**src/rtl/i2c_port_expander.sv**
```systemverilog
module i2c_port_expander #(
  parameter logic [3:0] FIXED_ADDR = 4'b0100,
  parameter int         SYNC       = 2
) (
  input  logic       clk,
  input  logic       rst_n,
  input  logic       scl_i,
  input  logic       sda_i,
  output logic       sda_pull_o,
  input  logic [2:0] strap_i,
  input  logic [7:0] pin_i,
  output logic [7:0] port_latch_o,
  output logic [7:0] pin_pull_low_o,
  output logic [7:0] pin_weak_high_o,
  output logic       irq_pull_o
);
  localparam int W = 8;

  typedef enum logic [2:0] {S_IDLE, S_ADDR, S_AACK, S_WR, S_WACK, S_RD, S_RACK} st_t;

  logic [SYNC-1:0]        scl_p, sda_p;
  logic [SYNC-1:0][W-1:0] pin_p;
  logic                   scl_q, sda_q;
  logic                   scl_s, sda_s;
  logic [W-1:0]           pin_s;
  logic                   scl_rise, scl_fall, start_det, stop_det;

  st_t          st;
  logic [3:0]   cnt;
  logic [W-1:0] sh, rd_sh, snap, latch;
  logic         rnw, mack;

  assign scl_s     = scl_p[SYNC-1];
  assign sda_s     = sda_p[SYNC-1];
  assign pin_s     = pin_p[SYNC-1];
  assign scl_rise  = scl_s & ~scl_q;
  assign scl_fall  = ~scl_s & scl_q;
  assign start_det = scl_s & scl_q & sda_q & ~sda_s;
  assign stop_det  = scl_s & scl_q & ~sda_q & sda_s;

  always_ff @(posedge clk) begin
    if (!rst_n) begin
      scl_p <= '1;
      sda_p <= '1;
      pin_p <= '1;
      scl_q <= 1'b1;
      sda_q <= 1'b1;
    end else begin
      scl_p <= {scl_p[SYNC-2:0], scl_i};
      sda_p <= {sda_p[SYNC-2:0], sda_i};
      pin_p <= {pin_p[SYNC-2:0], pin_i};
      scl_q <= scl_s;
      sda_q <= sda_s;
    end
  end

  always_ff @(posedge clk) begin
    if (!rst_n) begin
      st         <= S_IDLE;
      cnt        <= '0;
      sh         <= '0;
      rd_sh      <= '1;
      snap       <= '1;
      latch      <= '1;
      rnw        <= 1'b0;
      mack       <= 1'b0;
      sda_pull_o <= 1'b0;
    end else if (start_det) begin
      st         <= S_ADDR;
      cnt        <= '0;
      sda_pull_o <= 1'b0;
    end else if (stop_det) begin
      st         <= S_IDLE;
      sda_pull_o <= 1'b0;
    end else begin
      unique case (st)
        S_ADDR: begin
          if (scl_rise) begin
            sh  <= {sh[W-2:0], sda_s};
            cnt <= cnt + 4'd1;
          end else if (scl_fall && cnt == 4'd8) begin
            if (sh[W-1:1] == {FIXED_ADDR, strap_i}) begin
              st         <= S_AACK;
              rnw        <= sh[0];
              sda_pull_o <= 1'b1;
            end else begin
              st <= S_IDLE;
            end
          end
        end
        S_AACK: begin
          if (scl_rise && rnw) rd_sh <= pin_s;
          if (scl_fall) begin
            cnt <= '0;
            if (rnw) begin
              st         <= S_RD;
              sda_pull_o <= ~rd_sh[W-1];
            end else begin
              st         <= S_WR;
              sda_pull_o <= 1'b0;
            end
          end
        end
        S_WR: begin
          if (scl_rise) begin
            sh  <= {sh[W-2:0], sda_s};
            cnt <= cnt + 4'd1;
          end else if (scl_fall && cnt == 4'd8) begin
            st         <= S_WACK;
            sda_pull_o <= 1'b1;
          end
        end
        S_WACK: begin
          if (scl_fall) begin
            latch      <= sh;
            snap       <= pin_s;
            st         <= S_WR;
            cnt        <= '0;
            sda_pull_o <= 1'b0;
          end
        end
        S_RD: begin
          if (scl_fall) begin
            rd_sh <= {rd_sh[W-2:0], 1'b0};
            cnt   <= cnt + 4'd1;
            if (cnt == 4'd7) begin
              st         <= S_RACK;
              sda_pull_o <= 1'b0;
            end else begin
              sda_pull_o <= ~rd_sh[W-2];
            end
          end
        end
        S_RACK: begin
          if (scl_rise) begin
            mack <= ~sda_s;
            snap <= pin_s;
            if (!sda_s) rd_sh <= pin_s;
          end else if (scl_fall) begin
            if (mack) begin
              st         <= S_RD;
              cnt        <= '0;
              sda_pull_o <= ~rd_sh[W-1];
            end else begin
              st <= S_IDLE;
            end
          end
        end
        default: ;
      endcase
    end
  end

  assign port_latch_o    = latch;
  assign pin_pull_low_o  = ~latch;
  assign pin_weak_high_o = latch;
  assign irq_pull_o      = |(pin_s ^ snap);
endmodule

```
**config.mk**
```make
export PLATFORM = sky130hd
export DESIGN_NAME = i2c_port_expander
export DESIGN_NICKNAME = d
export VERILOG_FILES = /design/src/rtl/i2c_port_expander.sv
export SDC_FILE = /design/constraint.sdc
export NUM_CORES = 1
export LEC_CHECK = 0
export ABC_AREA = 1
export CAP_MARGIN = 15
export CORE_MARGIN = 1.5
export CORE_UTILIZATION = 56
export DETAILED_ROUTE_END_ITERATION = 10
export DONT_BUFFER_PORTS = 1
export PLACE_DENSITY_LB_ADDON = 0.08
export SYNTH_ARGS = -nofsm -noshare
export SYNTH_HDL_FRONTEND = slang
export SYNTH_SLANG_ARGS = --single-unit
```
**constraint.sdc**
```tcl
create_clock -name clk -period 2.2 [get_ports clk]
set_input_delay 0 -clock clk [delete_from_list [all_inputs] [get_ports clk]]
set_output_delay 0 -clock clk [all_outputs]
set_load 0.1 [all_outputs]
```
==> parameters.txt, run 1 <==
Parameter                              Value

Setup path
  Worst-case reg-to-reg path depth ... 10
  Reg2reg end ... st[0]
  Slowest stage cell on the critical path ... nor2_1
  Startpoint type of the worst setup path ... flip-flop
  Critical-path cell list ... inv_1 -> nand2_2 -> nor2_1 -> inv_2 -> nand2_1 -> nor2_1 -> nand2_2 -> nand3_1 -> nand2_1 -> nor2_1
  Critical setup path kind ... reg -> reg
  Critical path fanouts, max ... 7
  CP dominant cell by count ... nor2_1
  Slowest Stage Delay on Critical Path ... roughly 0.4 ns
  Worst reg2reg startpoint ... st[2]
  WP data required ... 2.42 ns
  Endpoint arrival time on the critical path ... between 1.5 and 2 ns
  CP endpoint kind ... flip-flop
  Worst R2R Setup Slack ... roughly 0.48 ns
  Setup crit end ... st[0]
  Worst setup path startpoint ... st[2]

Timing
  Normalized max-slew margin ... a little under three fifths
  Total Neg Setup Slack ... 0 ns
  Worst hold-check slack ... around 0.11 ns
  Slew at the pin with the worst max-slew slack ... roughly 0.65 ns
  Post-route clock period utilization ... ~80%
  RSZ-0062 raised after global routing ... no
  Count of final setup violators ... 0
  Max Slew Vio Count ... 0
  Final Hold Violating Endpoints ... 0
  Fin crit period ... approximately 1.7 ns
  Fmax achieved ... 583 MHz
  Largest clock skew in the final design ... approximately 0.0072 ns

Global routing
  Initial antenna violation count ... 0
  GR Util All Layers ... 23.2%
  Maximum number of pins on one net before global-route repair ... 37
  Overflow after GRT ... 0
  First-pass GRT wire length ... roughly 10000 um
  Vias in the first global route ... around 2.2k

Logic synthesis
  Number of synthesized register bits ... 64
  Number of warnings printed during yosys synthesis ... 0
  Mapped cell area ... roughly 0.0029 mm2
  Sequential area share after synthesis ... ~44%
  Mean instance size in the synthesized netlist ... ~7.3 um2
  Largest area contributor in the synthesized netlist ... dfxtp_1
  Count of unique library cells instantiated by Yosys ... 27
  Net Count, Synth ... 414
  Yosys top cell area share ... between 40% and 50%
  Number of instances in the synthesized netlist ... ~400
  Cell types with the largest area share after synthesis ... dfxtp_1, nand2_1, inv_1

Layout
  Final nets ... 440
  Most frequent standard cell in the layout excluding fill and tap cells ... nand2_1
  Final Non-Filler Cells ... approximately 500
  Leading cell types in the layout, fill and taps excluded ... nand2_1, dfxtp_1, inv_1
  Fraction of layout cells with a size suffix above 1 ... approximately 18%
  Number of antenna diodes ... 0
  Synthesis-to-finish area growth ... 16.5%

CTS
  CTS tree ... done
  Total clock sinks ... 64
  Clock Tree Buf Depth ... 2
  Worst-skew pair later-pin latency ... between 0.3 and 0.4 ns
  Clock edge transition at the registers on the reported setup and hold paths ... about 0.070 ns
  Library cell used as clock root buffer ... clkbuf_8
  Buffers inserted during post-CTS setup optimization ... 0
  Post-cts hold buffer count ... 13
  Number of buffers added by the clock tree synthesis step ... 9
  CTS-repair resized insts ... 0
  CTS H-tree lvls ... 3

Place
  Post-detailed-placement half-perimeter wirelength ... between 4000 and 5000 um
  Post-Place Cells ... 469
  Count of input and output buffers ... 0
  Routability congestion estimate ... approximately 0.97

Pwr
  Static Leakage ... between 0.0015 and 0.002 uW
  Peak ir drop on the vdd network ... ~0.75 mV
  Power per standard cell area ... approximately 1200 mW/mm2
  Pwr Total ... approximately 4000 uW

Floorplanning
  I/O pin cnt ... 41
  Number of rows created at floorplan ... 26
  X dimension of the die ... 75.0 um
  Effective utilization at floorplan ... around 58%
  Core region area ... between 0.005 and 0.006 mm2
  Height of the chip ... about 75 um
  Area of the die ... between 0.005 and 0.006 mm2

Status
  Status ... finished, final reports clean

Route
  Antenna violation net count after detailed routing ... 0
  DR iter-0 viols ... 163
  Drt pass-1 iters ... 4
  Via count ... around 2.5k
  Vias per cell ... between 4 and 5
  Residual DRC count ... 0
  Sum of routed wire length over all layers ... between 6000 and 7000 um
  Wirelength per Cell ... ~12 um

Flow run
  Number of max-cap violations ... 0

Min path
  Class of the worst hold path ... in -> reg
area by class of cell:
| type | count | area, um2 |
|---|---|---|
| timing repair buffer | 33 | 290 |
| fill | 434 | 1660 |
| inverter | 54 | 203 |
| tap | 70 | 87.6 |
| multi-input combinational | 261 | 1300 |
| sequential | 64 | 1290 |
| clock buffer | 10 | 138 |
| clock inverter | 6 | 67.6 |
critical path, delay by kind of cell, from the launching register on:
kind                   cells  cell delay [ns]
and+or+nand+nor            8             0.98
DFF                        1             0.37
buffers and inverters      2             0.24
worst min path at each step:
stage	startpoint	end	slack [ns]	cells past startpoint
4_1_cts	rst_n	mack	0.11	2
6_report	strap_i[0]	rnw	0.11	6
3_3_place_gp	rst_n	scl_q	0.08	1
2_1_floorplan	pin_i[0]	pin_p[0]	0.11	1
3_5_place_dp	rst_n	scl_q	0.08	1
5_1_grt	rst_n	mack	0.17	2
cell usage after synthesis:
cell,number
nand3b_1,1
nor2_1,36
o211ai_2,1
nand4_1,3
xnor2_1,2
buf_6,1
nor2_2,1
inv_2,3
clkbuf_1,3
o211ai_1,16
xor2_1,5
buf_2,5
o31ai_1,1
nor2_4,3
or2_2,21
a21oi_1,19
nor4_1,1
inv_1,51
nor3_1,6
o21ai_0,19
o21ai_2,1
buf_4,9
nand2_2,4
ha_1,2
nand3_1,30
dfxtp_1,64
nand2_1,89
stage by stage:
| step | utilization, % | cell area, um2 | setup WS, ns |
|---|---|---|---|
| 2_1_floorplan | - | 2900 | 0.147 |
| 3_3_place_gp | 60.2 | 3040 | 0.477 |
| 3_5_place_dp | 60.2 | 3040 | 0.533 |
| 4_1_cts | 67.0 | 3380 | 0.512 |
| 5_1_grt | 67.0 | 3380 | 0.333 |
| 6_report | 67.0 | 3380 | 0.484 |
sequential cells by signal (all words and copies together) (netlist names), 2 cells and up:
signal           cells
pin_p                8
sda_p                2
st                   3
pin_s                8
scl_p                2
sh                   8
pin_weak_high_o      8
snap                 8
rd_sh                8
cnt                  4
routing by layer:
layer / vias to the layer above / global-route usage [%] / share of wire (%)
met5: - / 0 / 0
met4: 0 / 11.5 / 2.3
met3: 13 / 4.69 / 4.7
met2: 66 / 36.4 / 44
met1: 1095 / 30.5 / 49
li1: 1309 / - / -
logic make-up after synthesis:
family,Yosys count,share of synthesized area [%]
buf+inv,72,10.9
simple gates,195,30.3
xor+xnor,7,2.11
compound gates,57,11.7
fa+ha+maj,2,0.862
flops,64,44.1
where the power goes:
part           internal, uW  switching (uW)  leakage, uW
Sequential             1330             121     0.000520
Clock                   557             468    0.0000989
Combinational           472            1080      0.00102
Power figures use the tool's default switching activity.
==> run 2: changes to the inputs <==
==> constraint.sdc (replaced) <==
create_clock -name clk -period 1.4 [get_ports clk]
set_input_delay 0 -clock clk [delete_from_list [all_inputs] [get_ports clk]]
set_output_delay 0 -clock clk [all_outputs]
set_load 0.1 [all_outputs]
==> parameters.txt, run 2 (synthesis gave the netlist of run 1 again) <==
Parameter                              Value

Setup path
  Reg2reg end ... rd_sh[6] (was st[0])
  WP data required ... 1.40 ns (was 2.42 ns)
  Worst setup path startpoint ... snap[1] (was st[2])
  Endpoint arrival time on the critical path ... 1.46 ns (was 1.94 ns)
  Critical path fanouts, max ... 3 (was 7)
  Worst reg2reg startpoint ... scl_p[1] (was st[2])
  Critical setup path kind ... reg -> out (was reg -> reg)
  Setup crit end ... irq_pull_o (was st[0])
  Worst-case reg-to-reg path depth ... 9 (was 10)
  CP endpoint kind ... output port (was flip-flop)
  Worst R2R Setup Slack ... -0.03 ns (was 0.48 ns)
  Startpoint type of the worst setup path ... flip-flop (unchanged)

Route
  Wirelength per Cell ... 12.9 um (was 12.1 um)
  Sum of routed wire length over all layers ... 6850 um (was 6000 um)
  DR iter-0 viols ... 154 (was 163)
  Residual DRC count ... 0 (unchanged)
  Vias per cell ... 5.09 (was 4.99)
  Drt pass-1 iters ... 5 (was 4)
  Via count ... 2694 (was 2483)
  Antenna violation net count after detailed routing ... 0 (unchanged)

Global routing
  First-pass GRT wire length ... 10200 um (was 9800 um)
  GR Util All Layers ... 24.8% (was 23.2%)
  Overflow after GRT ... 0 (unchanged)
  Initial antenna violation count ... 0 (unchanged)
  Vias in the first global route ... 2323 (was 2239)
  Maximum number of pins on one net before global-route repair ... 37 (unchanged)

Floorplanning
  Core region area ... 0.00504 mm2 (unchanged)
  Effective utilization at floorplan ... 57.6% (unchanged)
  I/O pin cnt ... 41 (unchanged)
  Area of the die ... 0.00562 mm2 (unchanged)
  Height of the chip ... 75.0 um (unchanged)
  Number of rows created at floorplan ... 26 (unchanged)
  X dimension of the die ... 75.0 um (unchanged)

CTS
  CTS tree ... done (unchanged)
  Library cell used as clock root buffer ... clkbuf_8 (unchanged)
  Number of buffers added by the clock tree synthesis step ... 9 (unchanged)
  Clock Tree Buf Depth ... 2 (unchanged)
  Total clock sinks ... 64 (unchanged)
  Worst-skew pair later-pin latency ... 0.34 ns (about the same)
  Clock edge transition at the registers on the reported setup and hold paths ... 0.07 ns (about the same)
  CTS H-tree lvls ... 3 (unchanged)

Min path
  Class of the worst hold path ... in -> reg (unchanged)
  Min-delay src ... rst_n (was strap_i[0])

Pwr
  Register share of total power ... 33.0% (was 36.0%)
  Psw ... 3030 uW (was 1670 uW)
  Clock share of power ... 20.0% (was 25.5%)
  Share of power burned in combinational logic ... 47.0% (was 38.5%)
  Peak ir drop on the vdd network ... 1.28 mV (was 0.750 mV)
  Switching Share ... 42.2% (was 41.4%)
  Static Leakage ... 0.00174 uW (was 0.00164 uW)
  Internal power component ... 4150 uW (was 2360 uW)
  Power per standard cell area ... 1810 mW/mm2 (was 1190 mW/mm2)

Timing
  Post-route clock period utilization ... 104%
  Worst hold-check slack ... 0.0907 ns (was 0.114 ns)
  Count of final setup violators ... 8 (was 0)
  Max Slew Vio Count ... 0 (unchanged)
  Final Hold Violating Endpoints ... 0 (unchanged)
  Final setup margin ... -0.0584 ns (was 0.484 ns)
  Slew at the pin with the worst max-slew slack ... 0.566 ns (was 0.653 ns)
  RSZ-0062 raised after global routing ... yes (was no)
  Fin crit period ... roughly 1.5 ns
  Largest clock skew in the final design ... 0.00489 ns (was 0.00716 ns)
  Normalized max-slew margin ... 62.2% (was 56.4%)
  Fmax achieved ... about 700 MHz

Layout
  Fillers ... 371 (was 434)
  Area of combinational cells with multiple inputs ... 0.00153 mm2 (was 0.00130 mm2)
  Most frequent standard cell in the layout excluding fill and tap cells ... nand2_1 (unchanged)
  Synthesis-to-finish area growth ... 36.4% (was 16.5%)
  Fraction of layout cells with a size suffix above 1 ... 40.1% (was 18.5%)
  Area taken by flip-flops and latches ... 0.00134 mm2 (was 0.00129 mm2)
  Number of antenna diodes ... 0 (unchanged)
  Leading cell types in the layout, fill and taps excluded ... nand2_1, dfxtp_1, buf_4 (was nand2_1, dfxtp_1, inv_1)
  Final nets ... 471 (was 440)

Place
  Placement Setup Slack ... -0.0953 ns (was 0.533 ns)
  Post-detailed-placement half-perimeter wirelength ... 4610 um (was 4230 um)
  Count of input and output buffers ... 0 (unchanged)
  Routability congestion estimate ... 1.03 (was 0.971)

Status
  Violated checks ... negative setup slack
  Status ... complete, but fails checks (was finished, final reports clean)

Flow run
  Number of max-cap violations ... 0 (unchanged)
-- run 2: stage by stage --
step / util (%) / setup TNS [ns] / cell area, um2 / instances / total power, uW
6_report: 78.5 / -0.172 / 3960 / 529 / 7180
3_3_place_gp: 65.5 / -0.336 / 3300 / 493 / 4960
5_1_grt: 78.5 / -1.40 / 3960 / 529 / 7650
3_5_place_dp: 65.5 / -0.401 / 3300 / 493 / 5000
2_1_floorplan: - / -0.479 / 2960 / 397 / 4270
4_1_cts: 73.8 / -0.120 / 3720 / 524 / 6650
-- run 2: layer usage --
metal	vias to the layer above	wire (um)	global-route usage [%]
met1	1224	2860	30.2
met5	-	0	0
met2	84	3480	41.2
met3	12	406	7.50
met4	0	102	9.90
li1	1374	-	-
-- run 2: timing repair --
| action | CTS | global route |
|---|---|---|
| endpoints found under the setup margin | 17 | 33 |
| buffers inserted | 2 | 5 |
| endpoints found under the hold margin | 49 | 0 |
| gates resized for setup | 28 | 65 |
| hold buffers | 13 | 0 |
| pin swaps | 12 | 23 |
-- run 2: worst min path at each step --
stage	depth (start not counted)	slack [ns]	endpoint
6_report	2	0.09	mack
5_1_grt	2	0.13	mack
4_1_cts	2	0.11	mack
3_5_place_dp	1	0.08	scl_q
3_3_place_gp	1	0.08	sda_q
2_1_floorplan	1	0.11	pin_p[0]
-- run 2: cell type report --
class,instances,area share (%)
Clock buffer,11,3.85
Clock inverter,5,0.758
Inverter,54,6.13
Multi-Input combinational cell,261,38.6
Sequential cell,64,33.7
Tap cell,70,2.21
Timing Repair Buffer,64,14.7
-- run 2: critical path, cell delays in order, from the launching register on --
cell	delay, ns
dfxtp_1	0.32
or2_2	0.30
a21oi_2	0.15
nand4_1	0.14
buf_8	0.21
-- run 2: power groups by stage --
stage,Sequential [uW],Clock (uW),Combinational [uW]
2_1_floorplan,2430,0,1840
3_3_place_gp,2300,0,2660
3_5_place_dp,2310,0,2690
4_1_cts,2300,1470,2890
5_1_grt,2410,1560,3680
6_report,2370,1440,3370
